==> config.mk <==
export PLATFORM = sky130hd
export DESIGN_NAME = strb_extbus_strobe
export DESIGN_NICKNAME = d
export VERILOG_FILES = /design/src/rtl/strb_pkg.sv /design/src/rtl/strb_cfg_reg.sv /design/src/rtl/strb_stretch_pick.sv /design/src/rtl/strb_timer.sv /design/src/rtl/strb_extbus_strobe.sv
export SDC_FILE = /design/constraint.sdc
export NUM_CORES = 1
export LEC_CHECK = 0
export ABC_CLOCK_PERIOD_IN_PS = 1800
export BUFFER_PORTS_ARGS = -buffer_cell sky130_fd_sc_hd__buf_2
export CORE_MARGIN = 1
export CORE_UTILIZATION = 24
export CTS_BUF_LIST = sky130_fd_sc_hd__clkbuf_16
export CTS_CLUSTER_DIAMETER = 200
export DETAILED_ROUTE_END_ITERATION = 12
export PLACE_DENSITY = 0.57
export SETUP_SLACK_MARGIN = 0.2
export SYNTH_ARGS = -nofsm -noshare
export SYNTH_HDL_FRONTEND = slang
export SYNTH_SLANG_ARGS = --single-unit
==> constraint.sdc <==
create_clock -name clk -period 1.8 [get_ports clk]
set_input_delay 0.45 -clock clk [delete_from_list [all_inputs] [get_ports clk]]
set_output_delay 0.45 -clock clk [all_outputs]
set_load 0.02 [all_outputs]
==> src/rtl/strb_pkg.sv <==
package strb_pkg;
  // register field positions; the two stretch fields are decoded by the selector
  localparam int RSV_BIT  = 7;
  localparam int EN_BIT   = 4;
  localparam int LO_LSB   = 2;
  localparam int HI_LSB   = 0;
  localparam logic [7:0] CFG_RST = 8'h0F;

  typedef enum logic [1:0] {
    ST_IDLE = 2'd0,
    ST_HOLD = 2'd1,
    ST_DONE = 2'd2
  } strb_state_e;
endpackage

==> src/rtl/strb_cfg_reg.sv <==
module strb_cfg_reg
  import strb_pkg::*;
(
  input  logic       clk,
  input  logic       rst_n,
  input  logic       we,
  input  logic [7:0] wdata,
  output logic [7:0] rdata
);
  logic [6:0] bits_q;

  always_ff @(posedge clk or negedge rst_n) begin
    if (!rst_n) bits_q <= CFG_RST[6:0];
    else if (we) bits_q <= wdata[6:0];
  end

  // reserved top bit is not stored
  assign rdata = {1'b0, bits_q};
endmodule

==> src/rtl/strb_stretch_pick.sv <==
module strb_stretch_pick
  import strb_pkg::*;
#(
  parameter int ADDR_W = 22,
  parameter int SW     = 2
) (
  input  logic [7:0]        cfg,
  input  logic [ADDR_W-1:0] addr,
  output logic [SW-1:0]     n_sel
);
  function automatic logic [SW-1:0] pick(input logic [7:0] c, input logic upper);
    return upper ? c[HI_LSB +: SW] : c[LO_LSB +: SW];
  endfunction

  assign n_sel = pick(cfg, addr[ADDR_W-1]);
endmodule

==> src/rtl/strb_timer.sv <==
module strb_timer
  import strb_pkg::*;
#(
  parameter int SW       = 2,
  parameter int BASE_CYC = 1
) (
  input  logic          clk,
  input  logic          rst_n,
  input  logic          req,
  input  logic          enable,
  input  logic [SW-1:0] n_sel,
  output logic          strobe,
  output logic          done,
  output logic          err,
  output logic          accept,
  output logic          refuse,
  output logic [SW-1:0] lat_n
);
  localparam int MAXLEN = BASE_CYC + (1 << SW) - 1;
  localparam int CNT_W  = $clog2(MAXLEN + 1) + 1;

  function automatic logic [CNT_W-1:0] hold_left(input logic [SW-1:0] n);
    return CNT_W'(BASE_CYC - 1) + CNT_W'(n);
  endfunction

  strb_state_e st_q;
  logic [CNT_W-1:0] cnt_q;
  logic err_q;

  assign accept = (st_q == ST_IDLE) && req && enable;
  assign refuse = (st_q == ST_IDLE) && req && !enable;

  always_ff @(posedge clk or negedge rst_n) begin
    if (!rst_n) begin
      st_q  <= ST_IDLE;
      cnt_q <= '0;
      lat_n <= '0;
      err_q <= 1'b0;
    end else begin
      err_q <= refuse;
      case (st_q)
        ST_IDLE: if (accept) begin
          st_q  <= ST_HOLD;
          lat_n <= n_sel;
          cnt_q <= hold_left(n_sel);
        end
        ST_HOLD: begin
          if (cnt_q == '0) st_q <= ST_DONE;
          else cnt_q <= cnt_q - 1'b1;
        end
        default: st_q <= ST_IDLE;
      endcase
    end
  end

  assign strobe = (st_q == ST_HOLD);
  assign done   = (st_q == ST_DONE);
  assign err    = err_q;
endmodule

==> src/rtl/strb_extbus_strobe.sv <==
module strb_extbus_strobe
  import strb_pkg::*;
#(
  parameter int ADDR_W   = 22,
  parameter int SW       = 2,
  parameter int BASE_CYC = 1
) (
  input  logic              clk,
  input  logic              rst_n,
  input  logic              cfg_we,
  input  logic [7:0]        cfg_wdata,
  output logic [7:0]        cfg_rdata,
  input  logic              req,
  input  logic [ADDR_W-1:0] addr,
  output logic              strobe,
  output logic              done,
  output logic              err
);
  logic [SW-1:0] n_sel;
  logic [SW-1:0] lat_n;
  logic          accept;
  logic          refuse;

  strb_cfg_reg u_cfg (
    .clk(clk), .rst_n(rst_n), .we(cfg_we), .wdata(cfg_wdata), .rdata(cfg_rdata)
  );

  strb_stretch_pick #(.ADDR_W(ADDR_W), .SW(SW)) u_pick (
    .cfg(cfg_rdata), .addr(addr), .n_sel(n_sel)
  );

  strb_timer #(.SW(SW), .BASE_CYC(BASE_CYC)) u_tmr (
    .clk(clk), .rst_n(rst_n), .req(req), .enable(cfg_rdata[EN_BIT]),
    .n_sel(n_sel), .strobe(strobe), .done(done), .err(err),
    .accept(accept), .refuse(refuse), .lat_n(lat_n)
  );
endmodule

# After elaboration in Yosys (flattened, before gate mapping)
# Cells that the tools add are included.
# W data, S select, Z words.
[totals]
register_bits = 14
out_inout_bits = 11
[op_classes]
add_sub_neg = 1
n_eq_ne = 5
muxes = 7
n_reduce_logical = 9
[ops]
columns = ["cell", "count"]
rows = [
  ["$mux W4", 2],
  ["$pmux W4 S2", 1],
  ["$mux W2", 3],
  ["$logic_not A4 Y1", 1],
  ["$ne A2 B2 Y1 const B", 2],
  ["$pmux W2 S2", 1],
  ["$sub A4 B1 Y4 const B", 1],
  ["$logic_and A1 B1 Y1", 3],
  ["$reduce_and A3 Y1", 1],
  ["$eq A2 B1 Y1 const B", 1],
  ["$eq A2 B2 Y1 const B", 1],
  ["$logic_not A2 Y1", 1],
  ["$ne A2 B1 Y1 const B", 1],
  ["$reduce_and A2 Y1", 1],
  ["$reduce_bool A2 Y1", 1],
  ["$logic_not A1 Y1", 1],
]

# Longest topological paths before layout
# Gate-level depths: netlist (run 1).
[depth]
word_depth = 5
mapped_depth = 5

# Modules after synthesis
# From an unflattened synthesis (run 1), not the netlist that was laid out.
[hier_totals]
hier_cells = 66
area_unflattened_um2 = 828.3
[by_module_without_submodules]
columns = ["module", "instances", "cells_each", "area_each_um2", "seq_area_each_um2"]
rows = [
  ["strb_timer", 1, 47, 498.0, 225.2],
  ["strb_cfg_reg", 1, 17, 307.8, 180.2],
  ["strb_stretch_pick", 1, 2, 22.5, 0.0],
]

# Worst setup path after synthesis (run 1)
# OpenSTA, ideal clock, no wires.
[synth_path]
kind = "reg2reg"
from = "register u_tmr.cnt_q[0]"
to = "register u_tmr.cnt_q[0]"
arrival_ns = 1.324
path_slack_ns = 0.354
path_stages_with_launch = 6
path_buffers = 0
synth_period_minus_slack_ns = 1.446
cell_sequence = "dfrtp_1 -> inv_1 -> ha_1 -> or3b_4 -> o21a_1 -> a32o_1"
[synth_via]
elab_chain_len = 3
[synth_lines]
columns = ["element", "line", "source"]
rows = [
  ["start: declaration", "strb_timer.sv:27", "logic [CNT_W-1:0] cnt_q;"],
  ["start signal: assignment", "strb_timer.sv:45", "cnt_q <= hold_left(n_sel);"],
  ["start signal: assignment", "strb_timer.sv:49", "else cnt_q <= cnt_q - 1'b1;"],
  ["$sub A4 B1 Y4 or $logic_not A4 Y1 (tied branches)", "strb_timer.sv:49, strb_timer.sv:48", ""],
  ["$mux W4 or $ne A2 B2 Y1 (tied branches)", "-", ""],
  ["$pmux W4 S2 or $reduce_and A3 Y1 (tied branches)", "-", ""],
]
# Parallel ways exist; a longest one is shown, timed or not. The select of a mux whose other input is x is not followed.
# A chain may end at the register's enable or synchronous reset.

# Final worst setup path (run 1)
[layout_path]
from = "register u_tmr.cnt_q[1]"
to = "register u_tmr.cnt_q[0]"
[layout_via]
elab_chain_len = 3
[layout_lines]
columns = ["element", "line", "source"]
rows = [
  ["$logic_not A4 Y1", "strb_timer.sv:48", "if (cnt_q == '0) st_q <= ST_DONE;"],
  ["$ne A2 B2 Y1 (no line)", "-", ""],
  ["$reduce_and A3 Y1 (no line)", "-", ""],
]
# Every way passes these cells.

==> flow_metrics.env, run 1 <==
export IMPL_status="completed"
export IMPL_finalNetCount=113
export IMPL_final_fill_count=270
export IMPL_final_area_um2=898.4
export IMPL_core_um2=2734
export IMPL_numCtsBuffers=3
export IMPL_synth_top_area_frac=0.3656
export IMPL_cts_root_buf="clkbuf_16"
export IMPL_cts_hold_buf=0
export IMPL_firstDrtPassIters=4
export IMPL_min_period_ns=1.513
export IMPL_p_leak_nw=0.4190
export IMPL_maxCapViolCount=0
export IMPL_syn_num_nets=90
export IMPL_cts_tree="built"
export IMPL_die_w_um=55.40
export IMPL_clockPowerShare=0.300
export IMPL_clkLatencyLatePin_ns=0.24
export IMPL_finalSetupTns_ns=0
export IMPL_totalWireLength_mm=1.218
export IMPL_fin_cells=107
export IMPL_setup_viol=0
export IMPL_fin_skew_ns=0.001939
export IMPL_drive_gt1_frac=0.5395
export IMPL_vias_per_cell=4.439
export IMPL_place_gp_congestion=0.8279
export IMPL_io_buffer_count=21
export IMPL_ant_nets=0
export IMPL_syn_cell_area_um2=684.4
export IMPL_grt_start_max_net_pins=15
export IMPL_slew_viol_final=0
export IMPL_place_area_um2=809.5
export IMPL_power_density_nw_per_um2=1516
export IMPL_hpwl_um=940
export IMPL_p_seq_frac=0.346
export IMPL_vdd_ir_drop_max_mv=0.6782
export IMPL_met1_length_um=579
export IMPL_synthTopCellsByArea="dfrtp_1, dfstp_2, mux2_2"
export IMPL_clock_sinks=14
export IMPL_area_growth_pct=31.26
export IMPL_layout_common_cells="buf_2, dfrtp_1, mux2_2"
export IMPL_dieArea_um2=3069
export IMPL_rows=19
export IMPL_path_clk_slew_ns=0.04
export IMPL_synth_cells=54
export IMPL_start_kind="flop"
export IMPL_grt_remaining_overflow=0
export IMPL_cts_resized=3
export IMPL_avgRoutedWirePerCell_um=11.38
export IMPL_n_antenna_cell=0
export IMPL_hold_viol_final=0
export IMPL_grt_pass1_vias=479
export IMPL_hold_class="in2async"
export IMPL_fmax_mhz=660.8
export IMPL_grt_usage=0.08532
export IMPL_seq_area_frac_synth=0.5192
export IMPL_yosys_area_top_type="dfrtp_1"
export IMPL_routed_wl_met2_um=547
export IMPL_ios=45
export IMPL_power_switching_mw=0.4321
export IMPL_post_cts_setup_buffers=0
export IMPL_post_route_util=0.3286
export IMPL_htreeDepth=1
export IMPL_pwr_share_comb=0.354
export IMPL_p_sw_frac=0.3173
export IMPL_required_ns=1.92
export IMPL_drcViolationCount=0
export IMPL_dieHeight_um=55.40
export IMPL_path_max_fanout=4
export IMPL_synth_seq_cells=14
export IMPL_clk_path_buf_depth=2
export IMPL_final_common_cell="buf_2"
export IMPL_cpPeakStageDelay_ns=0.40
export IMPL_antenna_found_initial=0
export IMPL_path_class="reg2reg"
export IMPL_post_synth_cell_area_avg_um2=12.67
export IMPL_drt_initial_drc_count=6
export IMPL_wl_met3_um=83
export IMPL_yosysUniqueCellTypes=23
export IMPL_highest_layer="met4"
export IMPL_via_count=475
export IMPL_crit_chain="inv_1, ha_1, or3b_4, o21a_1, a32o_1"
export IMPL_slowest_stage="or3b_4"
export IMPL_arrival_ns=1.64
export IMPL_p_int_mw=0.9297
export IMPL_start_util=0.2503
export IMPL_place_inst=103
export IMPL_rsz0062_at_grt="false"
export IMPL_yosysWarnings=0
export IMPL_end_kind="flop"
export IMPL_grt_pass1_wl_mm=2.049
export IMPL_min_period_over_period=0.8407
-- logic make-up after synthesis --
| kind of cell | synth area share |
|---|---|
| flops | 0.5192 |
| simple gates | 0.1298 |
| mux | 0.1737 |
| compound gates | 0.09141 |
| buf+inv | 0.04386 |
| fa+ha+maj | 0.03656 |
| other cells | 0.005479 |
-- synth_stat cells --
cell type / instances
conb_1: 1
o21a_1: 1
nand2_1: 3
nor4b_1: 1
mux2_2: 7
o2bb2ai_1: 2
a32o_1: 2
nand4bb_1: 1
dfstp_2: 4
and4bb_2: 1
inv_1: 3
o21ai_0: 1
dfrtp_1: 10
nand2b_1: 3
nor2b_1: 1
or3b_4: 1
ha_1: 2
a31oi_2: 1
clkbuf_1: 1
mux2i_1: 4
buf_4: 2
nor2_1: 1
nor3_1: 1
-- routing by layer --
metal | up-vias | track usage
li1 | 235 | -
met1 | 217 | 0.1161
met2 | 21 | 0.1239
met3 | 2 | 0.02342
met4 | 0 | 0.04286
met5 | - | 0
-- sequential cells by signal, indices dropped and copies added, names as in the netlist --
name and cells:
u_tmr.st_q 2, u_cfg.bits_q 7, u_tmr.cnt_q 4, u_tmr.err 1
-- area by class of cell --
cell class | count | area, um^2 | area share
flip-flops and latches | 14 | 355.3 | 0.3955
multi-input cells | 34 | 306.5 | 0.3412
repair buffers | 21 | 107.6 | 0.1198
clock buffers | 3 | 75.07 | 0.08357
well taps | 31 | 38.79 | 0.04318
inverters | 3 | 11.26 | 0.01253
clock inverters | 1 | 3.754 | 0.004178
-- through the flow --
| stage | hold WS (ns) | power [mW] | setup slack, ns |
|---|---|---|---|
| final | 0.09995 | 1.362 | 0.2867 |
| after global routing | 0.1124 | 1.458 | 0.2088 |
| after CTS | 0.1066 | 1.371 | 0.2138 |
| after detailed placement | 0.3630 | 0.9308 | 0.2793 |
| after global placement | 0.3649 | 0.9185 | 0.2960 |
| after floorplan | 0.1544 | 0.8158 | 0.3540 |
-- path summary, 6_finish.rpt --
path	slack (ns)	cells after the start	to	from
max	0.29	5	u_tmr.cnt_q[0]	u_tmr.cnt_q[1]
min	0.1	1	u_cfg.bits_q[6]	rst_n
max reg2reg	0.29	5	u_tmr.cnt_q[0]	u_tmr.cnt_q[1]
min reg2reg	0.50	1	u_tmr.err	u_tmr.st_q[1]
max in group asynchronous	1.41	1	u_cfg.bits_q[0]	rst_n
min in group clk	0.44	2	u_cfg.bits_q[1]	cfg_wdata[1]
-- power groups by stage --
stage | combinational [mW] | sequential (mW) | clock (mW)
after global routing | 0.537 | 0.486 | 0.435
after CTS | 0.481 | 0.465 | 0.426
after global placement | 0.453 | 0.466 | 0
after detailed placement | 0.464 | 0.467 | 0
after floorplan | 0.338 | 0.478 | 0
final | 0.482 | 0.471 | 0.409
-- critical path, delay by kind of cell (launching register included) --
family	cells	cell delay (ns)
and+or+nand+nor	1	0.40
AOI/OAI and AO/OA	2	0.38
DFF	1	0.37
adders and majority gates	1	0.15
buffers and inverters	1	0.11
Note: power is estimated with default switching activity, not from simulation.
==> inputs of run 2 (changes only) <==
--- a/config.mk
+++ b/config.mk
@@ -5,14 +5,14 @@
 export SDC_FILE = /design/constraint.sdc
 export NUM_CORES = 1
 export LEC_CHECK = 0
-export ABC_CLOCK_PERIOD_IN_PS = 1800
+export ABC_CLOCK_PERIOD_IN_PS = 1300
 export BUFFER_PORTS_ARGS = -buffer_cell sky130_fd_sc_hd__buf_2
 export CORE_MARGIN = 1
 export CORE_UTILIZATION = 24
 export CTS_BUF_LIST = sky130_fd_sc_hd__clkbuf_16
 export CTS_CLUSTER_DIAMETER = 200
 export DETAILED_ROUTE_END_ITERATION = 12
-export PLACE_DENSITY = 0.57
+export PLACE_DENSITY = 0.59
 export SETUP_SLACK_MARGIN = 0.2
 export SYNTH_ARGS = -nofsm -noshare
 export SYNTH_HDL_FRONTEND = slang
==> constraint.sdc (replaced) <==
create_clock -name clk -period 1.3 [get_ports clk]
set_input_delay 0.325 -clock clk [delete_from_list [all_inputs] [get_ports clk]]
set_output_delay 0.325 -clock clk [all_outputs]
set_load 0.02 [all_outputs]
==> run 2 against run 1 <==
  * Sequential cell count unchanged
  * Register-to-register slack got worse by 0.45 ns
  * Cell area increased by 28%
  * The run now ends with negative setup slack left
  * Critical path depth unchanged
  * Power increased by 82%
  * Routed wire length increased by 26%
  * Combinational power increased to 2.6 times the previous value
  * Fmax increased by 3.2%
  * First-iteration DRC count decreased by 33%
==> flow_metrics.env, run 2 (synthesis results as in run 1) <==
export IMPL_avgRoutedWirePerCell_um=12.57
export IMPL_n_antenna_cell=0
export IMPL_hold_class="in2reg"
export IMPL_die_w_um=55.40
export IMPL_grt_pass1_vias=621
export IMPL_power_total_mw=2.475
export IMPL_timing_final_ws_setup_ns=-0.1660
export IMPL_finalNetCount=128
export IMPL_largest_reg_flops=7
export IMPL_final_common_cell="buf_4"
export IMPL_place_inst=111
export IMPL_ant_nets=0
export IMPL_multi_input_area_um2=371.6
export IMPL_rows=19
export IMPL_grt_start_max_net_pins=15
export IMPL_vias_per_cell=4.607
export IMPL_reg2reg_depth=5
export IMPL_end_kind="flop"
export IMPL_start_util=0.2503
export IMPL_cts_root_buf="clkbuf_16"
export IMPL_path_clk_slew_ns=0.05
export IMPL_arrival_ns=1.60
export IMPL_largest_register="u_cfg.bits_q"
export IMPL_hold_path_cell_count=2
export IMPL_preCtsSetupSlack_ns=-0.1658
export IMPL_setup_viol=6
export IMPL_grt_remaining_overflow=0
export IMPL_status="finished, violations left"
export IMPL_firstDrtPassIters=2
export IMPL_maxCapViolCount=0
export IMPL_grt_usage=0.1148
export IMPL_violations="negative setup slack"
export IMPL_clk_path_buf_depth=2
export IMPL_hold_viol_final=0
export IMPL_numCtsBuffers=3
export IMPL_drive_gt1_frac=0.7033
export IMPL_hpwl_mm=1.067
export IMPL_power_density_nw_per_um2=2159
export IMPL_final_fill_count=254
export IMPL_min_period_ns=1.466
export IMPL_required_ns=1.43
export IMPL_layout_common_cells="buf_4, buf_2, buf_6"
export IMPL_slew_viol_final=0
export IMPL_fin_skew_ns=0.002156
export IMPL_cts_tree="built"
export IMPL_clock_sinks=14
export IMPL_drt_initial_drc_count=4
export IMPL_seqCellArea_um2=356.6
export IMPL_clkLatencyLatePin_ns=0.24
export IMPL_drcViolationCount=0
export IMPL_dieArea_um2=3069
export IMPL_ios=45
export IMPL_path_max_fanout=3
export IMPL_antenna_found_initial=0
export IMPL_totalWireLength_mm=1.534
export IMPL_htreeDepth=1
export IMPL_core_um2=2734
export IMPL_via_count=562
export IMPL_dieHeight_um=55.40
export IMPL_place_gp_congestion=0.7437
export IMPL_vdd_ir_drop_max_mv=1.167
export IMPL_final_area_um2=1146
export IMPL_grt_pass1_wl_mm=2.663
export IMPL_io_buffer_count=21
export IMPL_fin_cells=122
export IMPL_start_kind="flop"
export IMPL_place_area_um2=869.6
export IMPL_fmax_mhz=682.1
export IMPL_path_class="reg2reg"
export IMPL_rsz0062_at_grt="true"
export IMPL_min_period_over_period=1.128
export IMPL_largest_registers="u_cfg.bits_q x7, u_tmr.cnt_q x4, u_tmr.st_q x2"
export IMPL_area_growth_pct=67.46
export IMPL_p_leak_nw=0.5221
## run 2: cell type report
type                    instances  area share
multi-input cells              34      0.3242
flip-flops and latches         14      0.3111
clock buffers                   3     0.06550
repair buffers                 36      0.2500
clock inverters                 1    0.003275
inverters                       3     0.01201
well taps                      31     0.03384
## run 2: timing repair
action,CTS,global route
setup buffers,4,2
gates cloned,0,0
pin swaps,2,2
setup endpoints to repair,15,16
hold endpoints to repair,10,0
resized for setup,23,13
hold buffers,1,0
## run 2: report_power, final
part	internal (mW)	leakage (nW)	switching (mW)
logic	0.688	0.319	0.552
clock network	0.406	0.0385	0.176
registers	0.563	0.164	0.0896
## run 2: routing by layer
layer  global-route usage  vias up  part of all wire
met1               0.1256      268              0.39
met5                    0        -                 0
met2               0.1979       22              0.53
met4              0.06429        0             0.022
met3              0.03279        3             0.052
li1                     -      269                 -
## run 2: path summary, 6_finish.rpt
check	from	to	slack (ns)
setup / recovery	u_tmr.cnt_q[0]	u_tmr.cnt_q[0]	-0.17
min in group asynchronous	rst_n	u_tmr.cnt_q[0]	0.51
hold reg to reg	u_tmr.st_q[1]	u_tmr.err	0.51
hold / removal	cfg_wdata[5]	u_cfg.bits_q[5]	0.31
setup reg to reg	u_tmr.cnt_q[0]	u_tmr.cnt_q[0]	-0.17
max in group asynchronous	rst_n	u_cfg.bits_q[1]	0.49
## run 2: worst max-delay path: stages, from the launching register on
cell and delay (ns):
dfrtp_1 0.38, inv_2 0.09, ha_4 0.12, or3b_4 0.39, o21a_1 0.17, a32o_1 0.20
## run 2: through the flow
| stage | utilization | hold WS [ns] | setup TNS (ns) |
|---|---|---|---|
| after floorplan | - | 0.02941 | -0.2426 |
| after global placement | 0.3181 | 0.2379 | -0.4447 |
| after detailed placement | 0.3181 | 0.2443 | -0.5911 |
| after CTS | 0.3895 | 0.3086 | -0.5463 |
| after global routing | 0.4192 | 0.3143 | -0.8104 |
| final | 0.4192 | 0.3110 | -0.5446 |
==> inputs of run 3 (changes only) <==
--- a/config.mk
+++ b/config.mk
@@ -12,7 +12,7 @@
 export CTS_BUF_LIST = sky130_fd_sc_hd__clkbuf_16
 export CTS_CLUSTER_DIAMETER = 200
 export DETAILED_ROUTE_END_ITERATION = 12
-export PLACE_DENSITY = 0.59
+export PLACE_DENSITY = 0.58
 export SETUP_SLACK_MARGIN = 0.2
 export SYNTH_ARGS = -nofsm -noshare
 export SYNTH_HDL_FRONTEND = slang
==> run 3 against run 2 <==
  * The flow still finishes with violations (negative setup slack)
  * Count of clock-buffer cells in the layout unchanged
  * Clock skew increased by 0.0022 ns
  * Power decreased by 2.2%
  * Cell area increased by 0.87%
  * Routed wire length decreased by 0.33%
  * Critical endpoint unchanged
  * Largest cell class is now registers
  * Worst setup slack got worse by 0.0016 ns
  * Non-clock buffer count increased by 6
  * Core utilization increased by 0.37 points
  * Sequential cell count unchanged
  * First-iteration DRC count unchanged
==> flow_metrics.env, run 3 (synthesis results as in run 1) <==
export IMPL_hpwl_mm=1.043
export IMPL_firstDrtPassIters=3
export IMPL_layout_common_cells="buf_4, buf_2, buf_6"
export IMPL_finalNetCount=134
export IMPL_crit_chain="inv_2, ha_4, or3b_4, o21a_1, a32o_1"
export IMPL_setup_viol=7
export IMPL_largest_registers="u_cfg.bits_q x7, u_tmr.cnt_q x4, u_tmr.st_q x2"
export IMPL_largest_reg_flops=7
export IMPL_slew_viol_final=0
export IMPL_ant_nets=0
export IMPL_vias_per_cell=4.547
export IMPL_ios=45
export IMPL_cp_buffers_inverters=1
export IMPL_vdd_ir_drop_max_mv=1.297
export IMPL_grt_start_max_net_pins=15
export IMPL_final_common_cell="buf_4"
export IMPL_path_max_fanout=4
export IMPL_rsz0062_at_grt="true"
export IMPL_n_antenna_cell=0
export IMPL_grt_pass1_wl_mm=2.615
export IMPL_dieHeight_um=55.40
export IMPL_violations="negative setup slack"
export IMPL_status="finished, violations left"
export IMPL_clock_sinks=14
export IMPL_end_kind="flop"
export IMPL_totalWireLength_mm=1.529
export IMPL_largest_register="u_cfg.bits_q"
export IMPL_die_w_um=55.40
export IMPL_worstReg2RegEnd="u_tmr.cnt_q[0]"
export IMPL_area_growth_pct=68.92
export IMPL_timing_final_ws_setup_ns=-0.1675
export IMPL_cp_top_family="simple AND/OR/NAND/NOR gates"
export IMPL_start_util=0.2503
export IMPL_avgRoutedWirePerCell_um=11.95
export IMPL_power_total_mw=2.422
export IMPL_min_from="cfg_wdata[5]"
export IMPL_reg2reg_slack_ns=-0.17
export IMPL_grt_remaining_overflow=0
export IMPL_arrival_ns=1.60
export IMPL_required_ns=1.43
export IMPL_clkLatencyLatePin_ns=0.24
export IMPL_cpPeakStageDelay_ns=0.39
export IMPL_holdPathEnd="u_cfg.bits_q[5]"
export IMPL_place_gp_congestion=0.7442
export IMPL_post_route_util=0.4229
export IMPL_reg2reg_from="u_tmr.cnt_q[0]"
export IMPL_numCtsBuffers=3
export IMPL_antenna_found_initial=0
export IMPL_preCtsSetupSlack_ns=-0.1628
export IMPL_io_buffer_count=21
export IMPL_hold_viol_final=0
export IMPL_grt_usage=0.1104
export IMPL_min_period_over_period=1.129
export IMPL_start_kind="flop"
export IMPL_min_period_ns=1.468
export IMPL_cts_tree="built"
export IMPL_via_count=582
export IMPL_maxCapViolCount=0
export IMPL_drcViolationCount=0
export IMPL_core_um2=2734
export IMPL_drive_gt1_frac=0.6907
export IMPL_final_fill_count=251
export IMPL_cts_root_buf="clkbuf_16"
export IMPL_slowest_stage="or3b_4"
export IMPL_grt_pass1_vias=620
export IMPL_power_density_nw_per_um2=2095
export IMPL_p_leak_nw=0.5457
export IMPL_path_clk_slew_ns=0.05
export IMPL_fmax_mhz=681.4
export IMPL_reg2reg_depth=5
export IMPL_clk_path_buf_depth=2
export IMPL_htreeDepth=1
export IMPL_path_class="reg2reg"
export IMPL_fin_skew_ns=0.004318
export IMPL_rows=19
export IMPL_hold_path_cell_count=2
export IMPL_hold_class="in2reg"
export IMPL_drt_initial_drc_count=4
export IMPL_dieArea_um2=3069
[run 3: cell count changes in the layout (fill, tap and decap cells not counted), sizes merged]
cell	change
buf	+6
[run 3: layout make-up]
cell class | instances | area (um^2) | area share
Sequential cell | 14 | 356.6 | 0.3084
Clock buffer | 3 | 75.07 | 0.06493
Multi-Input combinational cell | 34 | 335.3 | 0.2900
Tap cell | 31 | 38.79 | 0.03355
Timing Repair Buffer | 42 | 332.8 | 0.2879
Inverter | 3 | 13.76 | 0.01190
Clock inverter | 1 | 3.754 | 0.003247
[run 3: through the flow]
step                      instances  hold slack [ns]  area (um^2)  TNS, ns
after global placement          111           0.2382        869.6  -0.4489
after detailed placement        111           0.2413        869.6  -0.4681
after global routing            128           0.3162         1156   -1.046
after floorplan                  54          0.02941        684.4  -0.2426
after CTS                       124           0.3126         1089  -0.5050
final                           128           0.3139         1156  -0.7608
[run 3: how the worst max path moves through the flow]
stage | from | end | depth (start not counted)
global placement | u_tmr.cnt_q[0] | u_tmr.cnt_q[0] | 5
CTS | u_tmr.cnt_q[0] | u_tmr.cnt_q[0] | 5
finish | u_tmr.cnt_q[0] | u_tmr.cnt_q[0] | 5
detailed placement | u_tmr.cnt_q[0] | u_tmr.cnt_q[0] | 5
global route | u_tmr.cnt_q[0] | u_tmr.cnt_q[1] | 5
floorplan | u_tmr.cnt_q[0] | u_tmr.cnt_q[0] | 5
[run 3: per-layer routing]
layer  vias up  global-route usage  wire, um
met5         -                   0         0
met4         0             0.07500        62
met3         6             0.02108        73
met2        22              0.1842       737
met1       278              0.1274       655
li1        276                   -         -
[run 3: timing repair]
| action | CTS | global route |
|---|---|---|
| cloned | 0 | 0 |
| pin swaps | 1 | 1 |
| endpoints found under the setup margin | 15 | 15 |
| hold buffers | 1 | 0 |
| endpoints found under the hold margin | 10 | 0 |
| gates resized for setup | 21 | 10 |
| setup buffers | 8 | 4 |
[run 3: where the power goes]
group / total [mW] / internal, mW / switching (mW)
Clock: 0.586 / 0.407 / 0.179
Combinational: 1.18 / 0.687 / 0.492
Sequential: 0.657 / 0.562 / 0.0946
Total: 2.42 / 1.66 / 0.765
[run 3: worst register-to-register path: cells and delay by family, from the launching register on]
kind,cells,cell delay (ns)
simple gates,1,0.39
compound gates,2,0.38
buf+inv,1,0.08
flops,1,0.38
fa+ha+maj,1,0.12
